<file path="src/rtl/vtg_pkg.sv">
package vtg_pkg;
   // Phase codes double as compare selector codes.
   typedef enum logic [1:0] {
      PH_SYNC   = 2'd0,
      PH_BACK   = 2'd1,
      PH_ACTIVE = 2'd2,
      PH_FRONT  = 2'd3
   } vphase_e;

   localparam int unsigned NUM_PHASES = 4;
   localparam int unsigned PH_W       = 2;
endpackage

</file>
<file path="src/rtl/vtg_phase_seq.sv">
module vtg_phase_seq
   import vtg_pkg::*;
#(
   parameter int unsigned CNT_W = 8
) (
   input  logic                                  clk,
   input  logic                                  rst_n,
   input  logic                                  line_done,
   input  logic [NUM_PHASES-1:0][CNT_W-1:0]      len_i,
   output vphase_e                               phase_o,
   output vphase_e                               next_o,
   output logic                                  bnd_o
);
   localparam logic [CNT_W-1:0] ONE = CNT_W'(1);

   generate
      if (CNT_W < 1) begin : g_bad_w
         $error("vtg_phase_seq: CNT_W must be at least 1");
      end
   endgenerate

   vphase_e          phase_q;
   logic [CNT_W-1:0] cnt_q;
   logic [CNT_W-1:0] len_sel;
   logic [CNT_W-1:0] last_idx;
   logic [PH_W-1:0]  nxt_raw;
   logic             is_last;
   logic             bnd;

   always_comb begin
      len_sel  = len_i[phase_q];
      last_idx = (len_sel == '0) ? '0 : (len_sel - ONE);
      is_last  = (cnt_q >= last_idx);
      bnd      = line_done & is_last;
      nxt_raw  = phase_q + PH_W'(1);
   end

   always_ff @(posedge clk or negedge rst_n) begin
      if (!rst_n) begin
         phase_q <= PH_SYNC;
         cnt_q   <= '0;
      end else if (line_done) begin
         if (is_last) begin
            phase_q <= vphase_e'(nxt_raw);
            cnt_q   <= '0;
         end else begin
            cnt_q   <= cnt_q + ONE;
         end
      end
   end

   assign phase_o = phase_q;
   assign next_o  = vphase_e'(nxt_raw);
   assign bnd_o   = bnd;

   // a boundary moves to the successor phase
   a_r2_phase_order: assert property (@(posedge clk) disable iff (!rst_n)
      bnd |=> (phase_q == $past(next_o)));

   // a new phase starts at line 0
   a_r3_count_restart: assert property (@(posedge clk) disable iff (!rst_n)
      bnd |=> (cnt_q == '0));

   // nothing moves without a line strobe
   a_r4_hold_no_line: assert property (@(posedge clk) disable iff (!rst_n)
      !line_done |=> ($stable(phase_q) && $stable(cnt_q)));
endmodule

</file>
<file path="src/rtl/vtg_cmp_sel.sv">
module vtg_cmp_sel
   import vtg_pkg::*;
(
   input  logic             clk,
   input  logic             rst_n,
   input  logic             bnd_i,
   input  vphase_e          next_i,
   input  logic [PH_W-1:0]  cmp_sel_i,
   output logic             hit_o
);
   logic [PH_W-1:0] eff_q;

   always_ff @(posedge clk or negedge rst_n) begin
      if (!rst_n)      eff_q <= '0;
      else if (bnd_i)  eff_q <= cmp_sel_i;
   end

   assign hit_o = bnd_i && (next_i == vphase_e'(eff_q));

   // captured selector only changes at boundaries
   a_r8_sel_capture_only_at_bnd: assert property (@(posedge clk) disable iff (!rst_n)
      !bnd_i |=> $stable(eff_q));
endmodule

</file>
<file path="src/rtl/vtg_irq_stat.sv">
module vtg_irq_stat #(
   parameter bit SET_WINS = 1'b1
) (
   input  logic clk,
   input  logic rst_n,
   input  logic set_i,
   input  logic clr_i,
   input  logic en_i,
   output logic status_o,
   output logic irq_o
);
   logic status_q;
   logic status_d;

   generate
      if (SET_WINS) begin : g_set_wins
         always_comb status_d = set_i | (status_q & ~clr_i);
      end else begin : g_clr_wins
         always_comb status_d = ~clr_i & (set_i | status_q);
      end
   endgenerate

   always_ff @(posedge clk or negedge rst_n) begin
      if (!rst_n) status_q <= 1'b0;
      else        status_q <= status_d;
   end

   assign status_o = status_q;
   assign irq_o    = status_q & en_i;

   // status is sticky without a clear
   a_r9_sticky: assert property (@(posedge clk) disable iff (!rst_n)
      (status_q && !clr_i) |=> status_q);

   generate
      if (SET_WINS) begin : g_set_chk
         // an event always leaves the status set
         a_r9_event_sets: assert property (@(posedge clk) disable iff (!rst_n)
            set_i |=> status_q);
      end
   endgenerate
endmodule

</file>
<file path="src/rtl/lcd_vert_timing.sv">
module lcd_vert_timing
   import vtg_pkg::*;
#(
   parameter int unsigned CNT_W    = 8,
   parameter bit          SET_WINS = 1'b1
) (
   input  logic             clk,
   input  logic             rst_n,
   input  logic             line_done,
   input  logic [CNT_W-1:0] sync_lines,
   input  logic [CNT_W-1:0] back_lines,
   input  logic [CNT_W-1:0] active_lines,
   input  logic [CNT_W-1:0] front_lines,
   input  logic [1:0]       cmp_sel,
   input  logic             irq_en,
   input  logic             irq_clr,
   output logic             vsync,
   output logic             active,
   output logic             cmp_status,
   output logic             cmp_irq
);
   logic [NUM_PHASES-1:0][CNT_W-1:0] lens;
   vphase_e phase;
   vphase_e nxt;
   logic    bnd;
   logic    hit;

   always_comb begin
      lens[PH_SYNC]   = sync_lines;
      lens[PH_BACK]   = back_lines;
      lens[PH_ACTIVE] = active_lines;
      lens[PH_FRONT]  = front_lines;
   end

   vtg_phase_seq #(.CNT_W(CNT_W)) u_seq (
      .clk       (clk),
      .rst_n     (rst_n),
      .line_done (line_done),
      .len_i     (lens),
      .phase_o   (phase),
      .next_o    (nxt),
      .bnd_o     (bnd)
   );

   vtg_cmp_sel u_cmp (
      .clk       (clk),
      .rst_n     (rst_n),
      .bnd_i     (bnd),
      .next_i    (nxt),
      .cmp_sel_i (cmp_sel),
      .hit_o     (hit)
   );

   vtg_irq_stat #(.SET_WINS(SET_WINS)) u_irq (
      .clk      (clk),
      .rst_n    (rst_n),
      .set_i    (hit),
      .clr_i    (irq_clr),
      .en_i     (irq_en),
      .status_o (cmp_status),
      .irq_o    (cmp_irq)
   );

   assign vsync  = (phase == PH_SYNC);
   assign active = (phase == PH_ACTIVE);

   // vsync falls only when a line ends
   a_r5_vsync_on_line: assert property (@(posedge clk) disable iff (!rst_n)
      !line_done |=> $stable(vsync) && $stable(active));

   // the status rises only on a line strobe edge
   a_r6_rise_on_line: assert property (@(posedge clk) disable iff (!rst_n)
      (!line_done && !cmp_status) |=> !cmp_status);
endmodule

</file>
<file path="config.mk">
export PLATFORM = sky130hd
export DESIGN_NAME = lcd_vert_timing
export DESIGN_NICKNAME = d
export VERILOG_FILES = /design/src/rtl/vtg_pkg.sv /design/src/rtl/vtg_phase_seq.sv /design/src/rtl/vtg_cmp_sel.sv /design/src/rtl/vtg_irq_stat.sv /design/src/rtl/lcd_vert_timing.sv
export SDC_FILE = /design/constraint.sdc
export NUM_CORES = 1
export LEC_CHECK = 0
export ABC_CLOCK_PERIOD_IN_PS = 7500
export BUFFER_PORTS_ARGS = -buffer_cell sky130_fd_sc_hd__buf_2
export CELL_PAD_IN_SITES_DETAIL_PLACEMENT = 1
export CELL_PAD_IN_SITES_GLOBAL_PLACEMENT = 1
export CORE_AREA = 2 2 59 61
export CTS_CLUSTER_SIZE = 8
export DETAILED_ROUTE_END_ITERATION = 10
export DIE_AREA = 0 0 61 63
export PLACE_DENSITY_LB_ADDON = 0.1
export SETUP_SLACK_MARGIN = 0.4
export SLEW_MARGIN = 20
export SYNTH_ARGS = -nofsm -noshare
export SYNTH_HDL_FRONTEND = slang
export SYNTH_SLANG_ARGS = --single-unit
export TNS_END_PERCENT = 10
</file>
<file path="constraint.sdc">
create_clock -name clk -period 7.5 [get_ports clk]
set_input_delay 0.75 -clock clk [delete_from_list [all_inputs] [get_ports clk]]
set_output_delay 0.75 -clock clk [all_outputs]
set_load 0.01 [all_outputs]
</file>
# Word-level counts from Yosys, hierarchy flattened

Index checks and enable logic that the tools add are counted.
Widths: inputs -> output; s select.

Add/sub/neg operators: 3
Reduce and logical (&&, ||, !) cells: 4
Multiplexer cells: 4
Bitwise logic cells: 5
Equal/unequal tests: 2
$lt $le $gt $ge: 2

Operators with widths:

| kind                | number |
|---|---|
| $mux 8              | 3 |
| $bmux 8 s2          | 1 |
| $add 8x1->8 const B | 1 |
| $ge 8x8->1          | 1 |
| $logic_not 8->1     | 1 |
| $sub 8x1->8 const B | 1 |
| $and 1x1->1         | 3 |
| $lt 2x3->1 const B  | 1 |
| $add 2x1->2 const B | 1 |
| $eq 2x2->1          | 1 |
| $eq 2x2->1 const B  | 1 |
| $logic_not 2->1     | 1 |
| $reduce_and 2->1    | 1 |
| $logic_and 1x1->1   | 1 |
| $not 1->1           | 1 |
| $or 1x1->1          | 1 |

Bits in registers: 13
Output and inout port bits: 4

# Logic depth before layout (Yosys ltp)

Depth after elaboration: 8
Gate-level depth with buffers: 13

# By module

A second synthesis with hierarchy kept.

Cells, all modules: 117
Area, all modules: 1202.4 um^2

Modules (own cells, without submodules):

| module          | cells an instance | times used | area an instance (um^2) | sequential area each (um^2) |
|---|---|---|---|---|
| vtg_phase_seq   | 104               | 1          | 1046.0                  | 250.2 |
| vtg_cmp_sel     | 7                 | 1          | 96.3                    | 50.0 |
| vtg_irq_stat    | 4                 | 1          | 42.5                    | 25.0 |
| lcd_vert_timing | 2                 | 1          | 17.5                    | 0.0 |

# Least setup slack after synthesis

Ideal clock, no wire load.

Path type: input port to flip-flop
From: in back_lines[0]
To: reg u_cmp.eff_q[0]
Data required time: 7.375 ns
Cell stages on the path: 12
Path buffers: 0
Path slack: 4.061 ns
Arrival time: 3.315 ns
Cells stage by stage: mux4_1 > inv_1 > ha_1 > nand2_2 > nor2_1 > a21oi_1 > ha_1 > nand2b_1 > a21oi_1 > o21a_1 > o31ai_2 > mux2_2

Word-level cells in the longest chain between the ends: 6
Elaborated cells between the ends (all ways): 7

Ends and longest elaborated chain:

| item                                           | line                  | source |
|---|---|---|
| start, declared                                | lcd_vert_timing.sv:11 | `input logic [CNT_W-1:0] back_lines,` |
| $bmux 8 s2 *                                   | vtg_phase_seq.sv:31   | `len_sel = len_i[phase_q];` |
| $mux 8 (not written as such) *                 | vtg_phase_seq.sv:31   |  |
| $sub 8x1->8 or $logic_not 8->1 (tied branches) | vtg_phase_seq.sv:32   | `last_idx = (len_sel == '0) ? '0 : (len_sel - ONE);` |
| $mux 8 *                                       | vtg_phase_seq.sv:32   |  |
| $ge 8x8->1 *                                   | vtg_phase_seq.sv:33   | `is_last = (cnt_q >= last_idx);` |
| $and 1x1->1 *                                  | vtg_phase_seq.sv:34   | `bnd = line_done & is_last;` |
| end signal, assigned                           | vtg_cmp_sel.sv:15     | `else if (bnd_i) eff_q <= cmp_sel_i;` |
| end, declared                                  | vtg_cmp_sel.sv:11     | `logic [PH_W-1:0] eff_q;` |

Every way passes the cells marked *; elsewhere a longest branch is shown, timed or not. The select of a mux whose other input is x is not followed.
A chain may end at the register's enable or synchronous reset.

# Final worst setup path

From: reg u_seq.phase_q[0] (netlist: u_seq.phase_o[0])
To: reg u_cmp.eff_q[1]

Word-level cells in the longest chain between the ends: 6
Elaborated cells between the ends (all ways): 7

Ends and longest elaborated chain:

| item                                           | line                | source |
|---|---|---|
| start, declared                                | vtg_phase_seq.sv:22 | `vphase_e phase_q;` |
| start signal, assigned                         | vtg_phase_seq.sv:44 | `phase_q <= vphase_e'(nxt_raw);` |
| $bmux 8 s2 *                                   | vtg_phase_seq.sv:31 |  |
| $mux 8 (not written as such) *                 | vtg_phase_seq.sv:31 |  |
| $sub 8x1->8 or $logic_not 8->1 (tied branches) | vtg_phase_seq.sv:32 |  |
| $mux 8 *                                       | vtg_phase_seq.sv:32 |  |
| $ge 8x8->1 *                                   | vtg_phase_seq.sv:33 |  |
| $and 1x1->1 *                                  | vtg_phase_seq.sv:34 |  |

Marks and branches as above.

==> metrics <==
CP cell instances=mux4_1 > inv_1 > ha_1 > nand2_2 > nor2_1 > a21oi_1 > ha_1 > nand2b_1 > a21oi_1 > o21a_1 > o31ai_2 > mux2_2; sequential fraction of the synthesis area=between 20% and 30%; outcome=complete, no violations; Final period util=between 50 and 60%; DIE HEIGHT=63 um; critical path required time=7.66 ns; post-route ant nets=0; CTS buffer count=3; fin crit period=3.84 ns; Worst path top cell family by delay=multiplexers; CP Max Fanout=10; Initial Utilization=~38%; CP max stage delay=0.70 ns; PwrDens=roughly 390 mW/mm2; pin count of the biggest net entering global routing=14; Root Buffer=clkbuf_4; clk_lat worst skew=~0.27 ns; Via density=~5.2; synth top area cells=dfrtp_1 (27%), ha_1 (12%), mux4_1 (8.6%); Max-cap violations=0; Setup Viol. Count Final=0; drt wl/cell=14.2 um; Mapped Area=0.00122 mm2; # diodes=0; Pleak=0.729 nW; DRT iter0 DRCs=27; H-tree Lvls=1; dpl hpwl=2500 um; synth warn=0; slowest cell on the critical path=mux4_1; Post-CTS Hold Buffers=0; CTS tree=built; WP buf/inv=1; Reg clk slew, reported paths=0.08 ns; post-synth cell types=37; top cell type's share of synthesized area=a little over a quarter; cell row count=21; Routed WL=3000 um; share of post-route cells with drive strength above 1=35.2%; RSZ-0062 raised after global routing=false; post-CTS setup buffers=0; worst-case clock skew=about 0.0017 ns; fmax=0.260 GHz; vias in the first global route=1,140; Worst IR Drop VDD=0.000169 V; grt total ovfl=0; Worst-Margin Slew=around 0.7 ns; core area=0.00323 mm2; global-route wire length before repair=4890 um; Final Max Slew Viols=0; TNS Setup=0 ns; GP Congestion=0.786; Avg Cell Area, Syn=10.0 um2; Critical Path AT=4.01 ns; total number of vias=1,103; #FFs+latches synth=13; hold crit path type=input pin to async pin; total track usage=16.6%; num ports=43; Post-route DRC=0; Syn-to-layout area delta=21.6%; nature of the critical path startpoint=flip-flop; initial antenna violation count=0; most area-hungry cell type in the Yosys netlist=dfrtp_1; clock sink count=13; Final Hold Vio Count=0; Max transition margin=53.8%; CTS Buffer Depth=2; Overall Power=~0.58 mW; First-pass DRT Iterations=4; IO Port Bufs=42; Die ar.=slightly below 0.004 mm2; Die X=61 um; Syn Nets=173; Gates resized, CTS repair=0; layout net count=217; Synth Instances=122; CP Class=flip-flop to flip-flop; CP endpoint kind=flip-flop
worst paths after layout:
check | endpoint | cells after the start | slack [ns] | from
setup / recovery | u_cmp.eff_q[1] | 12 | 3.66 | u_seq.phase_o[0]
setup reg to reg | u_cmp.eff_q[1] | 12 | 3.66 | u_seq.phase_o[0]
max in group asynchronous | u_seq.phase_o[0] | 1 | 6.91 | rst_n
min in group clk | u_irq.status_o | 1 | 0.52 | u_irq.status_o
hold / removal | u_seq.cnt_q[4] | 1 | 0.36 | rst_n
hold reg to reg | u_irq.status_o | 1 | 0.52 | u_irq.status_o
cells by family (layout without fill, tap and decap cells):
logic type	Yosys count	after routing	share of synthesized area (%)
xor+xnor	8	8	5.74
flops	13	13	26.6
compound gates	23	23	12.8
buf+inv	13	56	5.53
mux	11	11	18.8
fa+ha+maj	12	12	12.3
simple gates	42	42	18.2
report_power, final:
group / internal (mW) / switching (mW) / total, mW / leakage [nW]
registers: 0.101 / 0.0515 / 0.152 / 0.158
clock network: 0.0206 / 0.0229 / 0.0434 / 0.0150
logic: 0.180 / 0.200 / 0.380 / 0.556
metrics by stage:
step	util (%)	setup WS [ns]	cells	hold slack, ns	instance area [um2]
finish	46.0	3.66	211	0.356	1490
global route	46.0	3.39	211	0.363	1490
CTS	46.0	3.65	211	0.354	1490
detailed placement	45.1	3.60	207	0.510	1460
global placement	45.1	3.70	207	0.499	1460
floorplan	-	4.06	122	0.454	1220
layout by cell type, fill, tap and decap left out:
cell type   n
nor4_1      2
o21ai_0     5
o221ai_1    3
nor3_1      4
buf_2      42
o31a_1      1
o21a_1      1
clkbuf_1    1
and2_1      1
nand2_1    11
nand2b_1    3
a21oi_1     7
and3_1      1
dfrtp_1    13
a31oi_1     1
clkbuf_4    3
mux2_2      3
nand2_2     1
nor3_4      1
mux4_2      4
o21bai_1    1
xnor2_1     3
nand3_1     7
and4_1      1
or2_2       1
o2111ai_1   1
o31ai_2     1
mux4_1      4
xor2_1      5
nand4_1     1
inv_1      10
ha_1       12
nor2_1      6
nor2_2      1
o2bb2ai_1   1
nor3_2      1
a32o_1      1
state kept, by name, summed over array words and instances, names as in the netlist:
register and cells:
u_seq.phase_o 2, u_seq.cnt_q 8, u_irq.status_o 1, u_cmp.eff_q 2
synth_stat cells, drive strengths merged:
cell type and count:
and4 1, mux4 8, nand3 7, o31ai 1, o2bb2ai 1, or2 1, buf 2, inv 10
and2 1, xor2 5, nand2b 3, nor3 6, o21a 1, nor2 7, mux2 3, a32o 1
o21bai 1, dfrtp 13, ha 12, nand2 12, o2111ai 1, a31oi 1, nor4 2, clkbuf 1
o21ai 5, and3 1, o31a 1, xnor2 3, o221ai 3, a21oi 7, nand4 1
layer usage:
| metal | global-route usage [%] | vias up | share of wire (%) |
|---|---|---|---|
| li1 | - | 543 | - |
| met1 | 21.0 | 541 | 44 |
| met2 | 28.9 | 17 | 53 |
| met3 | 1.24 | 2 | 2.7 |
| met4 | 5.16 | 0 | 0.67 |
| met5 | 0 | - | 0 |
worst register-to-register path: stages (launching register included):
cell and delay, ns:
dfrtp_1 0.67, mux4_1 0.71, inv_1 0.09, ha_1 0.25, nand2_2 0.10, nor2_1 0.15, a21oi_1 0.10, ha_1 0.27
nand2b_1 0.09, a21oi_1 0.06, o21a_1 0.22, o31ai_2 0.62, mux2_2 0.41
layout make-up:
type                            instances  area (um2)
Sequential cell                        13         325
Multi-Input combinational cell         96         828
Fill cell                             411        1750
Inverter                               10        37.5
Clock buffer                            4        26.3
Tap cell                               46        57.6
Timing Repair Buffer                   42         210
(Power assumes the default switching activity.)
